### src/rtl/txsel_pkg.sv
package txsel_pkg;
  typedef enum logic [2:0] {
    ST_IDLE   = 3'd0,
    ST_RD_FMT = 3'd1,
    ST_RD_TSL = 3'd2,
    ST_RD_TSH = 3'd3,
    ST_SEL_ID = 3'd4,
    ST_VALID  = 3'd5,
    ST_LOCKED = 3'd6
  } seq_state_e;

  localparam int unsigned NWORDS = 4;
  localparam int unsigned OFS_W  = 2;
  localparam logic [OFS_W-1:0] OFS_FMT = 2'd0;
  localparam logic [OFS_W-1:0] OFS_TSL = 2'd1;
  localparam logic [OFS_W-1:0] OFS_TSH = 2'd2;
  localparam logic [OFS_W-1:0] OFS_ID  = 2'd3;
endpackage

### src/rtl/txsel_prio_pick.sv
module txsel_prio_pick #(
  parameter int unsigned NBUF   = 4,
  parameter int unsigned PRIO_W = 3,
  localparam int unsigned IDX_W = $clog2(NBUF)
) (
  input  logic [NBUF-1:0]        ready,
  input  logic [NBUF*PRIO_W-1:0] prio,
  output logic                   win_valid,
  output logic [IDX_W-1:0]       win_idx
);
  logic [PRIO_W-1:0] best;

  // Scan from the top index down; ">=" lets a lower index take over on a tie.
  always_comb begin
    win_valid = 1'b0;
    win_idx   = '0;
    best      = '0;
    for (int i = NBUF - 1; i >= 0; i--) begin
      if (ready[i] && (!win_valid || prio[i*PRIO_W +: PRIO_W] >= best)) begin
        win_valid = 1'b1;
        win_idx   = IDX_W'(i);
        best      = prio[i*PRIO_W +: PRIO_W];
      end
    end

    win_ready_chk: assert (!win_valid || ready[win_idx]);

    win_any_chk: assert (win_valid == (|ready));
  end
endmodule

### src/rtl/txsel_seq.sv
module txsel_seq
  import txsel_pkg::*;
#(
  parameter int unsigned NBUF = 4,
  localparam int unsigned IDX_W  = $clog2(NBUF),
  localparam int unsigned ADDR_W = IDX_W + OFS_W
) (
  input  logic              clk,
  input  logic              rst_n,
  input  logic              win_valid,
  input  logic [IDX_W-1:0]  win_idx,
  input  logic              lock_req,
  input  logic              unlock_req,
  output logic [IDX_W-1:0]  sel_idx,
  output logic              sel_valid,
  output logic              locked,
  output logic              ram_rd_en,
  output logic [ADDR_W-1:0] ram_addr,
  output logic [NWORDS-1:0] cap_en
);
  seq_state_e       state;
  logic             phase;   // 0: read issued this cycle, 1: data on ram_rdata
  logic [OFS_W-1:0] rd_ofs;
  logic             is_rd;
  seq_state_e       rd_next;

  always_comb begin
    is_rd   = 1'b1;
    rd_ofs  = OFS_FMT;
    rd_next = ST_RD_TSL;
    case (state)
      ST_RD_FMT: begin rd_ofs = OFS_FMT; rd_next = ST_RD_TSL; end
      ST_RD_TSL: begin rd_ofs = OFS_TSL; rd_next = ST_RD_TSH; end
      ST_RD_TSH: begin rd_ofs = OFS_TSH; rd_next = ST_SEL_ID; end
      ST_SEL_ID: begin rd_ofs = OFS_ID;  rd_next = ST_VALID;  end
      default:   is_rd = 1'b0;
    endcase
  end

  assign ram_rd_en = is_rd && !phase;
  assign ram_addr  = {sel_idx, rd_ofs};
  assign cap_en    = (is_rd && phase) ? (NWORDS'(1) << rd_ofs) : '0;
  assign sel_valid = (state == ST_VALID) || (state == ST_LOCKED);
  assign locked    = (state == ST_LOCKED);

  always_ff @(posedge clk) begin
    if (!rst_n) begin
      state   <= ST_IDLE;
      phase   <= 1'b0;
      sel_idx <= '0;
    end else begin
      case (state)
        ST_IDLE: begin
          phase <= 1'b0;
          if (win_valid) begin
            sel_idx <= win_idx;
            state   <= ST_RD_FMT;
          end
        end
        ST_RD_FMT, ST_RD_TSL, ST_RD_TSH, ST_SEL_ID: begin
          if (!win_valid) begin
            state <= ST_IDLE;
            phase <= 1'b0;
          end else if (win_idx != sel_idx) begin
            sel_idx <= win_idx;
            state   <= ST_RD_FMT;
            phase   <= 1'b0;
          end else if (!phase) begin
            phase <= 1'b1;
          end else begin
            phase <= 1'b0;
            state <= rd_next;
          end
        end
        ST_VALID: begin
          if (lock_req) begin
            state <= ST_LOCKED;
          end else if (!win_valid) begin
            state <= ST_IDLE;
          end else if (win_idx != sel_idx) begin
            sel_idx <= win_idx;
            state   <= ST_RD_FMT;
            phase   <= 1'b0;
          end
        end
        ST_LOCKED: if (unlock_req) state <= ST_IDLE;
        default: state <= ST_IDLE;
      endcase
    end
  end


  rd_unsel_chk: assert property (@(posedge clk) disable iff (!rst_n)
    ram_rd_en |-> !sel_valid);

  lock_ignored_chk: assert property (@(posedge clk) disable iff (!rst_n)
    (!sel_valid && lock_req) |=> !locked);

  lock_take_chk: assert property (@(posedge clk) disable iff (!rst_n)
    (sel_valid && !locked && lock_req) |=> locked);

  unlock_idle_chk: assert property (@(posedge clk) disable iff (!rst_n)
    (locked && unlock_req) |=> (!sel_valid && !locked));

  drop_idle_chk: assert property (@(posedge clk) disable iff (!rst_n)
    (sel_valid && !locked && !lock_req && !win_valid) |=> !sel_valid);
endmodule

### src/rtl/txsel_capture_bank.sv
module txsel_capture_bank #(
  parameter int unsigned NW = 4,
  parameter int unsigned DW = 32
) (
  input  logic                 clk,
  input  logic                 rst_n,
  input  logic [NW-1:0]        cap_en,
  input  logic [DW-1:0]        wdata,
  output logic [NW-1:0][DW-1:0] words
);
  for (genvar g = 0; g < NW; g++) begin : g_word
    always_ff @(posedge clk) begin
      if (!rst_n)        words[g] <= '0;
      else if (cap_en[g]) words[g] <= wdata;
    end
  end


  cap_onehot_chk: assert property (@(posedge clk) disable iff (!rst_n)
    $onehot0(cap_en));
endmodule

### src/rtl/txsel_arbiter.sv
module txsel_arbiter
  import txsel_pkg::*;
#(
  parameter int unsigned NBUF   = 4,
  parameter int unsigned PRIO_W = 3,
  parameter int unsigned DW     = 32,
  localparam int unsigned IDX_W  = $clog2(NBUF),
  localparam int unsigned ADDR_W = IDX_W + OFS_W
) (
  input  logic                   clk,
  input  logic                   rst_n,
  input  logic [NBUF-1:0]        buf_ready,
  input  logic [NBUF*PRIO_W-1:0] buf_prio,
  input  logic                   lock_req,
  input  logic                   unlock_req,
  input  logic [DW-1:0]          ram_rdata,
  output logic                   ram_rd_en,
  output logic [ADDR_W-1:0]      ram_addr,
  output logic [IDX_W-1:0]       sel_idx,
  output logic                   sel_valid,
  output logic                   locked,
  output logic [DW-1:0]          cap_fmt,
  output logic [DW-1:0]          cap_ts_lo,
  output logic [DW-1:0]          cap_ts_hi,
  output logic [DW-1:0]          cap_id
);
  logic                     win_valid;
  logic [IDX_W-1:0]         win_idx;
  logic [NWORDS-1:0]        cap_en;
  logic [NWORDS-1:0][DW-1:0] words;

  txsel_prio_pick #(.NBUF(NBUF), .PRIO_W(PRIO_W)) u_pick (
    .ready(buf_ready), .prio(buf_prio),
    .win_valid(win_valid), .win_idx(win_idx)
  );

  txsel_seq #(.NBUF(NBUF)) u_seq (
    .clk(clk), .rst_n(rst_n),
    .win_valid(win_valid), .win_idx(win_idx),
    .lock_req(lock_req), .unlock_req(unlock_req),
    .sel_idx(sel_idx), .sel_valid(sel_valid), .locked(locked),
    .ram_rd_en(ram_rd_en), .ram_addr(ram_addr), .cap_en(cap_en)
  );

  txsel_capture_bank #(.NW(NWORDS), .DW(DW)) u_cap (
    .clk(clk), .rst_n(rst_n), .cap_en(cap_en),
    .wdata(ram_rdata), .words(words)
  );

  assign cap_fmt   = words[OFS_FMT];
  assign cap_ts_lo = words[OFS_TSL];
  assign cap_ts_hi = words[OFS_TSH];
  assign cap_id    = words[OFS_ID];


  lock_frozen_chk: assert property (@(posedge clk) disable iff (!rst_n)
    (locked && !unlock_req) |=> ($stable(sel_idx) && $stable(cap_id) &&
                                 $stable(cap_fmt) && !ram_rd_en));
endmodule

### config.mk
export PLATFORM = sky130hd
export DESIGN_NAME = txsel_arbiter
export DESIGN_NICKNAME = d
export VERILOG_FILES = /design/src/rtl/txsel_pkg.sv /design/src/rtl/txsel_prio_pick.sv /design/src/rtl/txsel_seq.sv /design/src/rtl/txsel_capture_bank.sv /design/src/rtl/txsel_arbiter.sv
export SDC_FILE = /design/constraint.sdc
export NUM_CORES = 1
export LEC_CHECK = 0
export BUFFER_PORTS_ARGS = -buffer_cell sky130_fd_sc_hd__buf_2
export CORE_ASPECT_RATIO = 2
export CORE_MARGIN = 1
export CORE_UTILIZATION = 25
export DETAILED_ROUTE_END_ITERATION = 12
export HOLD_SLACK_MARGIN = 0.12
export PLACE_DENSITY_LB_ADDON = 0.05
export SLEW_MARGIN = 20
export SYNTH_ARGS = -nofsm -noshare
export SYNTH_HDL_FRONTEND = slang
export SYNTH_SLANG_ARGS = --single-unit
### constraint.sdc
create_clock -name clk -period 9.4 [get_ports clk]
set_clock_uncertainty 0.2 [all_clocks]
set_input_delay 1.88 -clock clk [delete_from_list [all_inputs] [get_ports clk]]
set_output_delay 1.88 -clock clk [all_outputs]
set_load 0.05 [all_outputs]
[After elaboration in Yosys (flattened, before gate mapping)]
Cells that the tools add are included.
Storage, ports and cells
  flip-flop bits (word level): 134
  latch bits: 0
  RAM bits: 0
  bits in read-only memories: 0
  word-level logic and storage cells: 80
  memories kept: 0
Operators by class
  add/sub/neg operators: 0
  multipliers: 0
  divide/modulo/power cells: 0
  magnitude comparators: 3
  equality and inequality tests: 14
  shift operators: 1
  muxes and demuxes: 36
  bitwise operators: 0
  reductions and logical operators: 19
Operators with widths (number)
  3-bit two-way mux: 11
  2-bit two-way mux: 8
  2-bit one-hot mux with 3 select lines: 2
  3-bit one-hot mux with 4 select lines: 1
  1-bit two-way mux: 11
  3-bit equality test (second input constant): 3
  3-bit >= comparator: 3
  3-bit one-hot mux with 3 select lines: 1
  4-bit inequality test (second input constant): 2
  4-bit AND reduction: 2
  3-bit by 2-bit equality test with 1-bit output (second input constant): 2
  2-bit inequality test (second input constant): 3
  1-bit logical AND: 5
  1-bit logical NOT: 4
  1-bit logical OR: 4
  4-bit two-way mux: 1
  2-bit by 1-bit inequality test with 1-bit output (second input constant): 2
  4-bit OR reduction: 1
  1-bit by 2-bit << shifter with 4-bit output (first input constant): 1
  3-bit by 1-bit equality test with 1-bit output (second input constant): 1
  3-bit logical NOT: 1
  1-bit one-hot mux with 3 select lines: 1
  3-bit AND reduction: 1
  3-bit nonzero test: 1
  2-bit inequality test: 1

[Logic depth before layout (Yosys ltp)]
Gate-level depths: netlist of run 1.
  depth after elaboration: 18
  depth in mapped cells: 22
  depth with buffers taken out: 22

[By module]
From an unflattened synthesis of run 1, not the netlist that was laid out.
Second synthesis, totals
  cell total of the unflattened synthesis: 544
  area total of the unflattened synthesis: 6059.6 µm²
Modules (own cells, without submodules)
  txsel_capture_bank: instances 1, cells an instance 414, area an instance 4998.5 µm², sequential area each 2562.5 µm²
  txsel_seq: instances 1, cells an instance 77, area an instance 665.6 µm², sequential area each 120.1 µm²
  txsel_prio_pick: instances 1, cells an instance 53, area an instance 395.4 µm², sequential area each 0.0 µm²

[Worst setup path after synthesis of run 1]
Ideal clock, no wire load.
  path kind: input to register
  from: input port buf_ready[3]
  to: register u_seq.state[0]
  library setup time: 74 ps
  arrival time: 5787 ps
  required time: 9126 ps
  path slack: 3338 ps
  stages on the path: 22
  path through: and2_1 ha_1 nand2b_1 a21o_1 a21o_1 nand2_1 nand2_1 o21ai_0 ha_1 nand2b_1 a21o_1 a21oi_1 a21o_1 mux2_2 ha_1 nand2b_1 a21oi_1 nor2b_1 o221ai_2 xnor2_4 a211o_1 a31oi_1
Between the ends
  word-level cells in the longest chain between the ends: 17
Ends and longest elaborated chain
  from (decl): line txsel_arbiter.sv:12  | input logic [NBUF-1:0] buf_ready,
  3-bit two-way mux / 1-bit two-way mux (equally long branches): line txsel_prio_pick.sv:19  | if (ready[i] && (!win_valid || prio[i*PRIO_W +: PRIO_W] >= best)) begin
  3-bit >= comparator / 1-bit logical NOT (equally long branches): line txsel_prio_pick.sv:19
  1-bit logical OR: line txsel_prio_pick.sv:19
  1-bit logical AND: line txsel_prio_pick.sv:19
  3-bit two-way mux / 1-bit two-way mux (equally long branches): line txsel_prio_pick.sv:19
  3-bit >= comparator / 1-bit logical NOT (equally long branches): line txsel_prio_pick.sv:19
  1-bit logical OR: line txsel_prio_pick.sv:19
  1-bit logical AND: line txsel_prio_pick.sv:19
  3-bit two-way mux / 1-bit two-way mux (equally long branches): line txsel_prio_pick.sv:19
  3-bit >= comparator / 1-bit logical NOT (equally long branches): line txsel_prio_pick.sv:19
  1-bit logical OR: line txsel_prio_pick.sv:19
  1-bit logical AND: line txsel_prio_pick.sv:19
  2-bit two-way mux: line txsel_prio_pick.sv:19
  2-bit inequality test: line txsel_seq.sv:64, txsel_seq.sv:80
  3-bit two-way mux: line txsel_seq.sv:64  | end else if (win_idx != sel_idx) begin
  3-bit two-way mux: line txsel_seq.sv:61  | if (!win_valid) begin
  3-bit one-hot mux with 4 select lines: line txsel_seq.sv:52  | case (state)
  to (signal assigned): line txsel_seq.sv:72  | state <= rd_next;
  to (decl): line txsel_seq.sv:21  | seq_state_e state;
Several ways; a longest one is shown, not always the timed one.
A chain may end at the register's enable or synchronous reset.

[Worst setup path after layout of run 1]
  from: input port buf_ready[3]
  to: register u_seq.state[2]
Same word-level chain as after synthesis.

==> impl_metrics.json, run 1 <==
{
  "status": "completed",
  "p_leak_nw": 2.93,
  "antenna_cells": 0,
  "drive_above_1_share": 0.278,
  "grt_max_degree": 94,
  "synth_edf_count": 0,
  "start_kind": "input pin",
  "worstHoldStart": "u_cap.words[91]",
  "firstDrtPassIters": 5,
  "synth.cell_area_um2": 5320,
  "arrival_ns": 6.40,
  "start_util": 0.254,
  "place_inst": 1103,
  "ys_seq_elements": 134,
  "ys_warn_count": 0,
  "p_comb_frac": 0.095,
  "dp_hpwl_mm": 12.7,
  "seq_area_frac_synth": 0.505,
  "reg2reg_slack_ns": 6.72,
  "path_clk_slew_ns": 0.06,
  "holdWs_ns": 0.249,
  "synth_largest_area_cell": "dfxtp_1",
  "drc_errors": 0,
  "synth_flop_cell": "dfxtp_1",
  "finalHoldViolCount": 0,
  "cts_max_level": 4,
  "root_buffer": "clkbuf_16",
  "die-area_um2": 21900,
  "clkPwrFrac": 0.485,
  "fin_ws_ns": 3.14,
  "cts_tree": "yes",
  "die_x_um": 105,
  "ios": 189,
  "synthArstFlopShare": 0,
  "cts_resized": 0,
  "final_cell_count_no_fill": 1133,
  "routedWlPerCell_um": 16.6,
  "totalWireLength_mm": 18.8,
  "p_int_mw": 1.04,
  "place.port_buffers": 188,
  "fin_crit_sh": 0.666,
  "final_nets": 914,
  "max_slew_margin": 0.325,
  "rr_worst_depth": 4,
  "worstSetupPathType": "in -> reg",
  "p_seq_frac": 0.420,
  "antenna_found_initial": 0,
  "r2r-end": "u_seq.state[2]",
  "synthToLayoutAreaGrowth_pct": 32.7,
  "grt_pass1_wl_mm": 29.4,
  "worst_pin_slew_ns": 1.01,
  "cts_setup_buffers": 0,
  "yosysTopAreaCellShare": 0.505,
  "switching_share": 0.249,
  "cts.path.max_buffers": 2,
  "cts_hold_buf": 0,
  "whs_endpoint": "u_cap.words[91]",
  "clock_sinks": 134,
  "slew_violations": 0,
  "grt.total_usage": 0.179,
  "required_ns": 9.54,
  "r2r_start": "u_seq.state[1]",
  "overflow": 0,
  "clkLatencyLatePin_ns": 0.42,
  "cts-buffers-inserted": 17,
  "syn_inst": 688,
  "synth_commonest_cells": "274 x nand2_1, 136 x a21oi_1, 134 x dfxtp_1",
  "first_iter_violations": 200,
  "fill_cells": 2243,
  "setup_viol": 0,
  "ir_drop_v": 0.0000949,
  "syn_nets": 749,
  "coreArea_um2": 20900,
  "pre_cts_slack_ns": 2.69,
  "power_mw": 1.38,
  "cp-end-kind": "flop",
  "tns_ns": 0,
  "gp_congestion": 0.800,
  "max-cap-violations": 0,
  "hp-class": "reg -> reg",
  "viasPerCell": 4.56,
  "power_density_nw_per_um2": 196,
  "detail-route-antenna-nets": 0,
  "synth_area_leaders": "dfxtp_1 50%, nand2_1 19%, a21oi_1 13%, clkbuf_1 2.8%, ha_1 2.1%",
  "grt_pass1_vias": 5077,
  "chipHeight_um": 208,
  "synth.distinct_cells": 45,
  "syn_area_per_cell_um2": 7.73,
  "fmax_mhz": 160,
  "crit_fanout": 10,
  "rsz0062_at_grt": "no",
  "p_sw_mw": 0.344,
  "yosysMostFrequentCell": "nand2_1",
  "fin_crit_ns": 6.26,
  "rows": 75,
  "min_path_cells": 2,
  "vias": 5163
}
[worst max-delay path by stage]
stage,from,endpoint,slack (ns),cells after the start
detailed placement,buf_ready[3],u_seq.state[2],2.69,23
finish,buf_ready[3],u_seq.state[2],3.14,23
CTS,buf_ready[3],u_seq.state[0],3.14,23
global route,buf_ready[3],u_seq.state[2],2.86,22
floorplan,buf_ready[3],u_seq.state[0],3.34,22
global placement,buf_ready[3],u_seq.state[0],2.82,23
[layout make-up]
class,instances,area [µm²],share of cell area
clock buffer,23,498,0.0706
clock inverter,7,95.1,0.0135
inverter,7,28.8,0.00408
multi-input combinational,501,2440,0.346
sequential,134,2680,0.380
tap,269,337,0.0477
timing repair buffer,192,971,0.138
[metrics by stage]
stage	util	area (µm²)
final	0.337	7050
after floorplan	-	5320
after global routing	0.337	7050
after CTS	0.337	7050
after detailed placement	0.309	6460
after global placement	0.308	6450
[cells in the final DEF (no fill, tap or decap), drive strengths merged, types with 2 or more instances in the layout]
cell / instances
ha: 9
dfxtp: 134
and2: 2
nand4: 2
clkinvlp: 4
bufinv: 2
a21oi: 136
mux2: 2
clkbuf: 23
nor3: 3
buf: 192
xnor2: 4
inv: 7
a31oi: 6
nor2b: 3
nand3: 3
or2: 2
o221ai: 2
a211oi: 3
nand2b: 6
a22oi: 2
o21ai: 11
nor2: 15
nand2: 274
a21o: 5
[kinds of logic after synthesis]
logic type	Yosys count	synth area share
muxes	3	0.00612
DFF	134	0.505
AOI/OAI and AO/OA	172	0.177
and+or+nand+nor	312	0.232
xor gates and xnor gates	4	0.0137
adders and majority gates	10	0.0231
buffers and inverters	53	0.0433
[sequential cells by signal, summed over array words and instances, names as in the netlist]
name	count
u_cap.words	128
u_seq.phase	1
u_seq.sel_idx	2
u_seq.state	3
[critical path: stages]
cell      delay [ns]
buf_2           0.13
and2_1          0.18
ha_1            0.27
nand2b_1        0.14
a21o_1          0.19
a21o_1          0.23
nand2_1         0.10
nand2_1         0.05
o21ai_0         0.15
ha_1            0.30
nand2b_1        0.17
a21o_1          0.18
a21oi_1         0.23
a21o_1          0.22
mux2_2          0.36
ha_1            0.26
nand2b_1        0.14
a21oi_1         0.19
nor2b_1         0.19
o221ai_2        0.18
xnor2_4         0.30
a31oi_1         0.13
a211oi_1        0.23
[power by group through the flow]
stage | logic [mW] | clock network (mW) | registers, mW
after floorplan | 0.0779 | 0 | 0.604
after global placement | 0.129 | 0 | 0.593
after CTS | 0.132 | 0.692 | 0.581
after detailed placement | 0.132 | 0 | 0.593
after global routing | 0.143 | 0.717 | 0.582
final | 0.131 | 0.671 | 0.581
[metal layers]
layer,wire length [µm],vias up,global-route usage
met5,0,-,0
met4,437,0,0.0738
met3,1030,25,0.0545
met2,10500,144,0.337
met1,6820,2403,0.179
li1,-,2591,-
No activity file was read; power rests on OpenSTA's default activity.
==> inputs of run 2 (changes only) <==
- ABC_AREA: default -> 1
- clock period: 9.4 -> 6.16 ns (I/O delays scaled with it)
==> impl_metrics.json, run 2 <==
{
  "die-area_um2": 21700,
  "placed_area_um2": 6450,
  "r2r_start": "u_seq.state[0]",
  "crit_fanout": 9,
  "first_iter_violations": 251,
  "start_util": 0.257,
  "worstHoldStart": "u_seq.state[1]",
  "fin_area_um2": 7100,
  "fmax_mhz": 206,
  "clock_sinks": 134,
  "synth_area_leaders": "dfxtp_1 51%, nor2_1 19%, o21ai_0 13%, nand2_1 2.9%, clkbuf_1 2.6%",
  "max_slew_margin": 0.316,
  "gp_congestion": 0.892,
  "whs_endpoint": "u_seq.state[1]",
  "max-cap-violations": 0,
  "vias": 5219,
  "fin_crit_sh": 0.789,
  "detail-route-antenna-nets": 0,
  "worst_pin_slew_ns": 1.03,
  "path_clk_slew_ns": 0.06,
  "setup_viol": 0,
  "yosysTopAreaCellShare": 0.509,
  "clkLatencyLatePin_ns": 0.42,
  "final_nets": 944,
  "cts.path.max_buffers": 2,
  "r2r-end": "u_cap.words[117]",
  "hp-class": "reg -> reg",
  "dp_hpwl_mm": 13.2,
  "power_mw": 2.75,
  "slowest_stage": "ha_1",
  "cts_hold_buf": 0,
  "die_x_um": 105,
  "largest_reg_flops": 128,
  "utilization": 0.345,
  "fin_ws_ns": 1.30,
  "overflow": 0,
  "status": "completed",
  "mostFrequentLayoutCells": "267 x nor2_1, 188 x buf_2, 135 x o21ai_0",
  "syn_area_per_cell_um2": 7.45,
  "rows": 74,
  "reg2reg_slack_ns": 3.73,
  "ir_drop_v": 0.000181,
  "pre_cts_slack_ns": 0.876,
  "final_common_cell": "nor2_1",
  "grt_max_degree": 68,
  "syn_nets": 769,
  "cp_slowest_stage_delay_ns": 0.32,
  "cts-buffers-inserted": 17,
  "chipHeight_um": 207,
  "power_density_nw_per_um2": 388,
  "synthToLayoutAreaGrowth_pct": 34.6,
  "fin_crit_ns": 4.86,
  "synth.distinct_cells": 29,
  "timing.critical_path.mode_cell": "nand2_1",
  "tns_ns": 0,
  "cts_tree": "yes",
  "arrival_ns": 5.00,
  "slew_violations": 0,
  "cts_resized": 0,
  "rr_worst_depth": 8,
  "cts_setup_buffers": 0,
  "yosysMostFrequentCell": "nor2_1",
  "grt_pass1_wl_mm": 30.3,
  "synth_largest_area_cell": "dfxtp_1",
  "firstDrtPassIters": 4,
  "synth_edf_count": 0,
  "coreArea_um2": 20600,
  "drc_errors": 0,
  "rsz0062_at_grt": "no",
  "seq_area_frac_synth": 0.509,
  "root_buffer": "clkbuf_16",
  "p_leak_nw": 3.68,
  "synth_commonest_cells": "271 x nor2_1, 135 x o21ai_0, 134 x dfxtp_1",
  "synthArstFlopShare": 0,
  "cp-end-kind": "flop",
  "required_ns": 6.30,
  "syn_inst": 708,
  "synth_flop_cell": "dfxtp_1",
  "antenna_cells": 0,
  "antenna_found_initial": 0,
  "reg_top3": "u_cap.words: 128 flops, u_seq.state: 3 flops, u_seq.sel_idx: 2 flops",
  "start_kind": "input pin",
  "synth.cell_area_um2": 5270,
  "routedWlPerCell_um": 16.6,
  "ios": 189,
  "ys_warn_count": 0,
  "path_cells": "buf_2, nand2_1, ha_1, a21oi_1, nand4_1, nand2_1, nand3_1, nand2_1, inv_1, ha_1, a21oi_2, nand3_2, o21ai_4, o21ai_0, ha_1, a21oi_1, nand4_2, nand2_2, nand3_2, nand2_1, nand2_2, a31oi_1, nand2_1, a21oi_1",
  "holdWs_ns": 0.305,
  "finalHoldViolCount": 0,
  "ys_seq_elements": 134,
  "place_inst": 1130,
  "min_path_cells": 2,
  "place.port_buffers": 188,
  "final_cell_count_no_fill": 1162,
  "grt.total_usage": 0.182,
  "cts_max_level": 4,
  "grt_pass1_vias": 5382,
  "drive_above_1_share": 0.286,
  "viasPerCell": 4.49,
  "worstSetupPathType": "in -> reg",
  "totalWireLength_mm": 19.3,
  "largest-register": "u_cap.words"
}
run 2: cell count changes after synthesis, sizes merged, moves of 5 or more:
cell | previous run | this run
a21o | 5 | 0
nand2b | 6 | 0
o21ai | 11 | 137
nand2 | 274 | 48
nand3 | 3 | 14
nor2 | 15 | 276
inv | 6 | 28
a21oi | 136 | 8
a31oi | 6 | 1
run 2: report_power, final:
part / leakage, nW / switching (mW) / total (mW) / internal [mW]
Clock: 0.308 / 0.390 / 1.10 / 0.709
Sequential: 1.08 / 0.0418 / 0.978 / 0.936
Combinational: 2.29 / 0.520 / 0.674 / 0.154
Total: 3.68 / 0.951 / 2.75 / 1.80
run 2: layout make-up:
cell class / count / area, µm²
repair buffers: 197 / 1010
flip-flops and latches: 134 / 2680
clock buffers: 20 / 467
multi-input cells: 505 / 2330
fillers: 2249 / 13500
clock inverters: 12 / 175
inverters: 28 / 105
well taps: 266 / 333
run 2: critical path, delay by kind of cell:
kind / cells / cell delay (ns)
AND/OR/NAND/NOR: 12 / 1.23
buffers and inverters: 2 / 0.24
adder cells (fa/ha/maj): 3 / 0.95
AO/OA/AOI/OAI: 7 / 1.35
run 2: routing by layer:
metal,track usage,up-vias,wire length [µm]
li1,-,2617,-
met1,0.180,2426,7280
met2,0.356,156,10700
met3,0.0427,20,943
met4,0.0714,0,374
met5,0,-,0
run 2: worst max path at each step:
| stage | from | endpoint | cells past startpoint |
|---|---|---|---|
| after floorplan | buf_ready[3] | u_seq.state[0] | 24 |
| after global placement | buf_ready[3] | u_seq.state[1] | 25 |
| after detailed placement | buf_ready[3] | u_seq.state[2] | 24 |
| after CTS | buf_ready[3] | u_seq.state[2] | 24 |
| after global routing | buf_ready[3] | u_seq.state[2] | 25 |
| final | buf_ready[3] | u_seq.state[2] | 24 |
run 2: logic make-up after synthesis:
family / share of synthesized area
adder cells (fa/ha/maj): 0.0214
buffers and inverters: 0.0522
flip-flops: 0.509
AO/OA/AOI/OAI: 0.147
AND/OR/NAND/NOR: 0.271
